### src/rtl/elq_pkg.sv
package elq_pkg;

  typedef struct packed {
    logic clearAll;
    logic clearRun;
    logic startRun;
    logic stepRun;
    logic setLost;
    logic clearLost;
  } qualStrobe_t;

endpackage

### src/rtl/elq_ctrl.sv
module elq_ctrl
  import elq_pkg::*;
#(
  parameter int LOSS_COUNT = 3,
  localparam int CNT_W = $clog2(LOSS_COUNT + 1)
) (
  input  logic             anEnable,
  input  logic             sampleTick,
  input  logic             rawEnergy,
  input  logic [CNT_W-1:0] zeroCnt,
  input  logic             windowOpen,
  input  logic             lost,
  output qualStrobe_t      strobe
);

  localparam logic [CNT_W-1:0] LAST_CNT = CNT_W'(LOSS_COUNT - 1);

  logic runIdle;
  logic runFinal;

  assign runIdle  = (zeroCnt == '0) || !windowOpen;
  assign runFinal = (zeroCnt == LAST_CNT);

  always_comb begin
    strobe = '0;
    if (!anEnable) begin
      strobe.clearAll = 1'b1;
    end else if (sampleTick) begin
      if (rawEnergy) begin
        strobe.clearRun  = 1'b1;
        strobe.clearLost = 1'b1;
      end else if (!lost) begin
        if (runIdle) begin
          strobe.startRun = 1'b1;
          strobe.setLost  = (LOSS_COUNT == 1);
        end else begin
          strobe.stepRun = 1'b1;
          strobe.setLost = runFinal;
        end
      end
    end
  end

endmodule

### src/rtl/elq_datapath.sv
module elq_datapath
  import elq_pkg::*;
#(
  parameter int WINDOW_CYCLES = 125_000_000,
  parameter int LOSS_COUNT    = 3,
  localparam int CNT_W = $clog2(LOSS_COUNT + 1),
  localparam int AGE_W = $clog2(WINDOW_CYCLES + 1)
) (
  input  logic             clk,
  input  logic             rst_n,
  input  logic             anEnable,
  input  qualStrobe_t      strobe,
  output logic [CNT_W-1:0] zeroCnt,
  output logic             windowOpen,
  output logic             lost,
  output logic             valid
);

  localparam logic [AGE_W-1:0] AGE_LIMIT = AGE_W'(WINDOW_CYCLES);

  logic [AGE_W-1:0] runAge;

  always_ff @(posedge clk) begin
    if (!rst_n) begin
      zeroCnt <= '0;
      runAge  <= '0;
      lost    <= 1'b0;
      valid   <= 1'b0;
    end else begin
      valid <= anEnable;
      if (strobe.clearAll) begin
        zeroCnt <= '0;
        runAge  <= '0;
        lost    <= 1'b0;
      end else begin
        if (strobe.clearRun)       zeroCnt <= '0;
        else if (strobe.startRun)  zeroCnt <= CNT_W'(1);
        else if (strobe.stepRun)   zeroCnt <= zeroCnt + CNT_W'(1);

        if (strobe.startRun)         runAge <= AGE_W'(1);
        else if (strobe.clearRun)    runAge <= '0;
        else if (runAge < AGE_LIMIT) runAge <= runAge + AGE_W'(1);

        if (strobe.clearLost)     lost <= 1'b0;
        else if (strobe.setLost)  lost <= 1'b1;
      end
    end
  end

  assign windowOpen = (runAge < AGE_LIMIT);

endmodule

### src/rtl/energy_loss_qualifier.sv
module energy_loss_qualifier
  import elq_pkg::*;
#(
  parameter int WINDOW_CYCLES = 125_000_000,
  parameter int LOSS_COUNT    = 3
) (
  input  logic clk,
  input  logic rst_n,
  input  logic rawEnergy,
  input  logic anEnable,
  input  logic sampleTick,
  output logic energyPresent,
  output logic noEnergy,
  output logic statusValid
);

  localparam int CNT_W = $clog2(LOSS_COUNT + 1);

  qualStrobe_t      strobe;
  logic [CNT_W-1:0] zeroCnt;
  logic             windowOpen;
  logic             lost;
  logic             valid;

  elq_ctrl #(.LOSS_COUNT(LOSS_COUNT)) u_ctrl (
    .anEnable   (anEnable),
    .sampleTick (sampleTick),
    .rawEnergy  (rawEnergy),
    .zeroCnt    (zeroCnt),
    .windowOpen (windowOpen),
    .lost       (lost),
    .strobe     (strobe)
  );

  elq_datapath #(.WINDOW_CYCLES(WINDOW_CYCLES), .LOSS_COUNT(LOSS_COUNT)) u_dp (
    .clk        (clk),
    .rst_n      (rst_n),
    .anEnable   (anEnable),
    .strobe     (strobe),
    .zeroCnt    (zeroCnt),
    .windowOpen (windowOpen),
    .lost       (lost),
    .valid      (valid)
  );

  assign statusValid   = valid;
  assign noEnergy      = lost;
  assign energyPresent = valid & ~lost;

endmodule

### config.mk
export PLATFORM = sky130hd
export DESIGN_NAME = energy_loss_qualifier
export DESIGN_NICKNAME = d
export VERILOG_FILES = /design/src/rtl/elq_pkg.sv /design/src/rtl/elq_ctrl.sv /design/src/rtl/elq_datapath.sv /design/src/rtl/energy_loss_qualifier.sv
export SDC_FILE = /design/constraint.sdc
export NUM_CORES = 1
export LEC_CHECK = 0
export ABC_CLOCK_PERIOD_IN_PS = 3500
export BUFFER_PORTS_ARGS = -buffer_cell sky130_fd_sc_hd__buf_2
export CORE_MARGIN = 2
export CORE_UTILIZATION = 50
export DETAILED_ROUTE_END_ITERATION = 8
export PLACE_DENSITY = 0.67
export SLEW_MARGIN = 20
export SYNTH_ARGS = -nofsm -noshare
export SYNTH_HDL_FRONTEND = slang
export SYNTH_SLANG_ARGS = --single-unit
### constraint.sdc
create_clock -name clk -period 3.5 [get_ports clk]
set_clock_uncertainty 0.05 [all_clocks]
set_input_delay 0.35 -clock clk [delete_from_list [all_inputs] [get_ports clk]]
set_output_delay 0.35 -clock clk [all_outputs]
set_load 0.005 [all_outputs]
-- After elaboration in Yosys (flattened, before gate mapping)
Cells that the tools add are included.
- register bits after elaboration: 31
- output and inout bits: 3
- word-level logic and storage cells: 36
- $add $sub $neg: 2
- $lt $le $gt $ge: 1
- equality and inequality tests: 1
- muxes and demuxes: 13
- bitwise logic cells: 4
- reduce and logical (&&, ||, !) cells: 9
- operators with widths (kind ; count):
    $add 27x1->27 const B ; 1
    $lt 27x27->1 const B ; 1
    $mux 5 ; 2
    $mux 1 ; 9
    $mux 3 ; 2
    $reduce_or 3->1 ; 2
    $reduce_or 4->1 ; 1
    $not 1->1 ; 3
    $reduce_bool 3->1 ; 1
    $add 2x1->2 const B ; 1
    $eq 2x2->1 const B ; 1
    $logic_not 2->1 ; 1
    $reduce_and 2->1 ; 1
    $reduce_bool 2->1 ; 1
    $and 1x1->1 ; 1
    $logic_not 1->1 ; 1
    $logic_or 1x1->1 ; 1

-- Logic depth before layout (Yosys ltp)
- depth after elaboration: 10
- gate-level depth with buffers: 8
- gate-level depth less buffers: 6

-- By module
A second synthesis with hierarchy kept.
- cell total of the unflattened synthesis: 208
- area, all modules: 1819.2 um2
- modules (own cells, without submodules) (module ; instances ; cells an instance ; area each (um2) ; seq. area each (um2)):
    elq_datapath ; 1 ; 198 ; 1730.4 ; 620.6
    elq_ctrl ; 1 ; 9 ; 75.1 ; 0.0
    energy_loss_qualifier ; 1 ; 1 ; 13.8 ; 0.0

-- Worst setup path after synthesis
Ideal clock, no wire load.
- path kind: flip-flop to flip-flop
- from: reg u_dp.runAge[18]
- to: reg u_dp.runAge[25]
- setup time: 0.125 ns
- arrival: 1.735 ns
- data required time: 3.325 ns
- setup slack: 1.590 ns
- stages on the path, launching flop included: 9
- buffers on the path: 2
- period minus slack after synthesis: 1.910 ns
- cell sequence: dfxtp_1 > or3_4 > nor4_4 > nand4_4 > nand3b_2 > a21o_1 > buf_4 > buf_6 > a21oi_1
- word-level cells in the longest chain between the ends: 9
- elaborated cells on any way between the ends: 10
- RTL lines (element ; line ; RTL):
    from (decl) ; elq_datapath.sv:21 ; logic [AGE_W-1:0] runAge;
    from (signal assigned) ; elq_datapath.sv:42 ; else if (runAge < AGE_LIMIT) runAge <= runAge + AGE_W'(1);
    $lt 27x27->1 ; elq_datapath.sv:42, elq_datapath.sv:50 ;
    $logic_not 1->1 ; elq_ctrl.sv:21 ; assign runIdle = (zeroCnt == '0) || !windowOpen;
    $logic_or 1x1->1 ; elq_ctrl.sv:21 ;
    $mux 1 ; elq_ctrl.sv:33 ; if (runIdle) begin
    $mux 3 ; elq_ctrl.sv:32 ; end else if (!lost) begin
    $mux 3 ; elq_ctrl.sv:29 ; if (rawEnergy) begin
    $mux 5 ; elq_ctrl.sv:28 ; end else if (sampleTick) begin
    $mux 5 ; elq_ctrl.sv:26 ; if (!anEnable) begin
    $reduce_or 4->1 (no source line) ; -- ;
Parallel ways exist; a longest one is shown, timed or not.
A chain may end at the register's enable or synchronous reset.

-- Final worst setup path
- from: reg u_dp.runAge[18]
- to: reg u_dp.runAge[20]
Same word-level chain as after synthesis.

==> metrics.csv <==
stage;metric;value;unit
status;status;finished, final reports clean;
synthesis;synth_async_sr_flop_share;0;%
cells_and_area;diodes;0;
synthesis;synth_mux_area_share;0;%
timing;slew_headroom;44.5;%
setup_path;cp.depth;6;
floorplan;io_pins;8;
cells_and_area;multi_input_comb_area;957;sq um
clock_tree;clkSlewWorstSetupHoldPaths;0.10;ns
timing;finalHoldViolations;0;
cells_and_area;nets;217;
synthesis;synth_seq_cells;31;
cells_and_area;regArea;621;sq um
timing;report.final.slew_viol_count;0;
setup_path;r2r_setup_slack;0.93;ns
setup_path;cp_data_arrival_time;2.72;ns
drt;post-route-drc-count;0;
clock_tree;cts_setup_buffers;0;
timing;tns;0;ns
cells_and_area;drive_gt1_share;11.4;%
setup_path;critPathMaxStageDelay;0.69;ns
global_routing;grt_pass1_wl;5920;um
clock_tree;cts_tree;done;
synthesis;synth_top_family_by_area;simple AND/OR/NAND/NOR gates;
floorplan;num_rows;20;
setup_path;setup.worst_path.end;u_dp.runAge[20]$_SDFFE_PP0N_;
synthesis;yosys_warnings;0;
synthesis;synthSimpleGateAreaFrac;36.6;%
synthesis;synth.area.top_cells;dfxtp_1, xor2_1, nor2_1, nand2_1, nand3_1;
placed_design;dpl.hpwl;2360;um
synthesis;syn_avg_cell_area;8.24;sq um
job;drv_cap;0;
global_routing;grtUsageTotal;21.5;%
synthesis;synth_top_area_cell;dfxtp_1;
synthesis;synthAdderAreaFrac;2.28;%
placed_design;gp_congestion;0.770;
worst_hold_path;hold_path_class;in2reg;
cells_and_area;area_growth;6.23;%
timing;worst_pin_slew;0.833;ns
clock_tree;clockBufferDepth;2;
setup_path;cp.required;3.65;ns
synthesis;syn-cell-area;1650;sq um
timing;fmax;0.389;GHz
clock_tree;cts_root_buf;clkbuf_4;
setup_path;critPathBufInv;0;
drt;ant_nets;0;
synthesis;synthCells;200;
timing;whs;0.206;ns
synthesis;synth_compound_area_share;11.2;%
floorplan;die_w;61.4;um
timing;rsz0062_at_grt;false;
setup_path;critical_path_class;reg2reg;
synthesis;yosysUniqueCellTypes;36;
global_routing;antenna_found_initial;0;
global_routing;grt_pass1_vias;1396;
power_and_ir_drop;ir_drop;153;uV
clock_tree;htree_levels;2;
cells_and_area;final_core_util;56.4;%
drt;vias;1432;
drt;viasPerCell;5.64;
placed_design;port_buffers;7;
synthesis;syn-num-nets;208;
clock_tree;cts_sinks;31;
clock_tree;clock_latency;0.33;ns
cells_and_area;mostFrequentLayoutCell;dfxtp_1;
synthesis;synth_xor_area_share;7.97;%
worst_hold_path;hold_start;rst_n;
timing;fin_crit;2.57;ns
setup_path;path_cells;or3_4 > nor4_4 > nand4_4 > nand3b_2 > a21o_1 > nor2_1;
floorplan;dieArea;3770;sq um
drt;drt-wirelength-per-cell;13.1;um
placed_design;postPlaceCellArea;1700;sq um
setup_path;worstPathMaxFanout;27;
synthesis;ys.flop_type;dfxtp_1;
timing;finalCritPeriodShare;73.5;%
cells_and_area;final_cell_mix;dfxtp_1, nor2_1, nand2_1;
timing;setup_viol;0;
clock_tree;cts.repair.resized;0;
setup_path;reg2reg_to;u_dp.runAge[20]$_SDFFE_PP0N_;
setup_path;reg2reg_from;u_dp.runAge[18]$_SDFFE_PP0N_;
setup_path;cp-start-kind;flip-flop;
cells_and_area;stdcell_area;1750;sq um
power_and_ir_drop;p_leak;0.610;nW
drt;drt_iter0_drc;85;
setup_path;cp_slowest_cell;a21o_1;
floorplan;coreArea;3100;sq um
floorplan;die_h;61.4;um
synthesis;synth_top_area_share;37.7;%
drt;drt_wl_total;3340;um
global_routing;grt-ovfl-total;0;
cells_and_area;final_cells;254;
placed_design;dp_cells;246;
synthesis;ys_seq_area_share;37.7;%
global_routing;grt_max_degree;28;
setup_path;startpoint;u_dp.runAge[18]$_SDFFE_PP0N_;
synthesis;synth_edf_count;0;
clock_tree;cts_made_buffers;5;
floorplan;start_util;53.1;%
power_and_ir_drop;power_density;331;nW/um^2
cells_and_area;fillCellCount;330;
drt;dr.pass1.iters;4;
setup_path;worst_setup_path_end_kind;flip-flop;
clock_tree;holdBufCountCts;0;
setup_path;ff2ff_path_depth;6;
setup_path;cp_top_family;simple AND/OR/NAND/NOR gates;
metrics by stage:
step | worst slack, ns | total power, mW
2_1_floorplan | 1.59 | 0.382
3_3_place_gp | 0.980 | 0.385
3_5_place_dp | 0.905 | 0.386
4_1_cts | 0.886 | 0.583
5_1_grt | 0.706 | 0.604
6_report | 0.928 | 0.580
flip-flops by register name, summed over array words and instances, names as in the netlist:
name          cells
u_dp.lost         1
u_dp.runAge      27
u_dp.valid        1
u_dp.zeroCnt      2
per-layer routing:
| layer | vias up | global-route usage [%] | share of wire, % |
|---|---|---|---|
| met1 | 676 | 24.4 | 45 |
| met2 | 25 | 36.6 | 50 |
| met4 | 0 | 9.12 | 1.2 |
| met5 | - | 0 | 0 |
| met3 | 4 | 7.35 | 4.1 |
| li1 | 727 | - | - |
logic make-up (layout without fill, tap and decap cells):
| group | count (synthesis) | in the layout |
|---|---|---|
| AO/OA/AOI/OAI | 30 | 30 |
| buffers and inverters | 12 | 22 |
| adder cells (fa/ha/maj) | 3 | 3 |
| XOR/XNOR | 15 | 15 |
| AND/OR/NAND/NOR | 109 | 109 |
| flip-flops | 31 | 31 |
area by class of cell:
| class | instances | share of cell area (%) |
|---|---|---|
| clock buffer | 5 | 2.14 |
| tap | 44 | 3.15 |
| inverter | 6 | 1.29 |
| sequential | 31 | 35.5 |
| multi-input combinational | 157 | 54.7 |
| clock inverter | 3 | 0.858 |
| timing repair buffer | 8 | 2.43 |
worst min path at each step:
stage | slack (ns) | endpoint | cells after the start
after floorplan | 0.39 | u_dp.runAge[26]$_SDFFE_PP0N_ | 2
after global placement | 0.40 | u_dp.runAge[26]$_SDFFE_PP0N_ | 2
after detailed placement | 0.41 | u_dp.runAge[26]$_SDFFE_PP0N_ | 2
after CTS | 0.21 | u_dp.valid$_SDFF_PN0_ | 3
after global routing | 0.22 | u_dp.valid$_SDFF_PN0_ | 3
final | 0.21 | u_dp.valid$_SDFF_PN0_ | 3
cell usage after synthesis (4+ instances only):
master,count
nand2_1,23
a21oi_1,12
xor2_1,14
and3_1,6
inv_1,6
nand4_1,8
and4_1,4
or3_1,6
o21ai_0,7
nor2_1,27
nand3_1,15
dfxtp_1,31
where the power goes:
group | switching, mW | internal, mW
Sequential | 0.00178 | 0.355
Combinational | 0.0136 | 0.00758
Clock | 0.128 | 0.0746
Total | 0.143 | 0.437
worst reg2reg max path: cells and delay by family, from the launching register on:
family	cells	cell delay [ns]
AO/OA/AOI/OAI	1	0.69
AND/OR/NAND/NOR	5	1.35
flip-flops	1	0.35
Power figures use the tool's default switching activity.
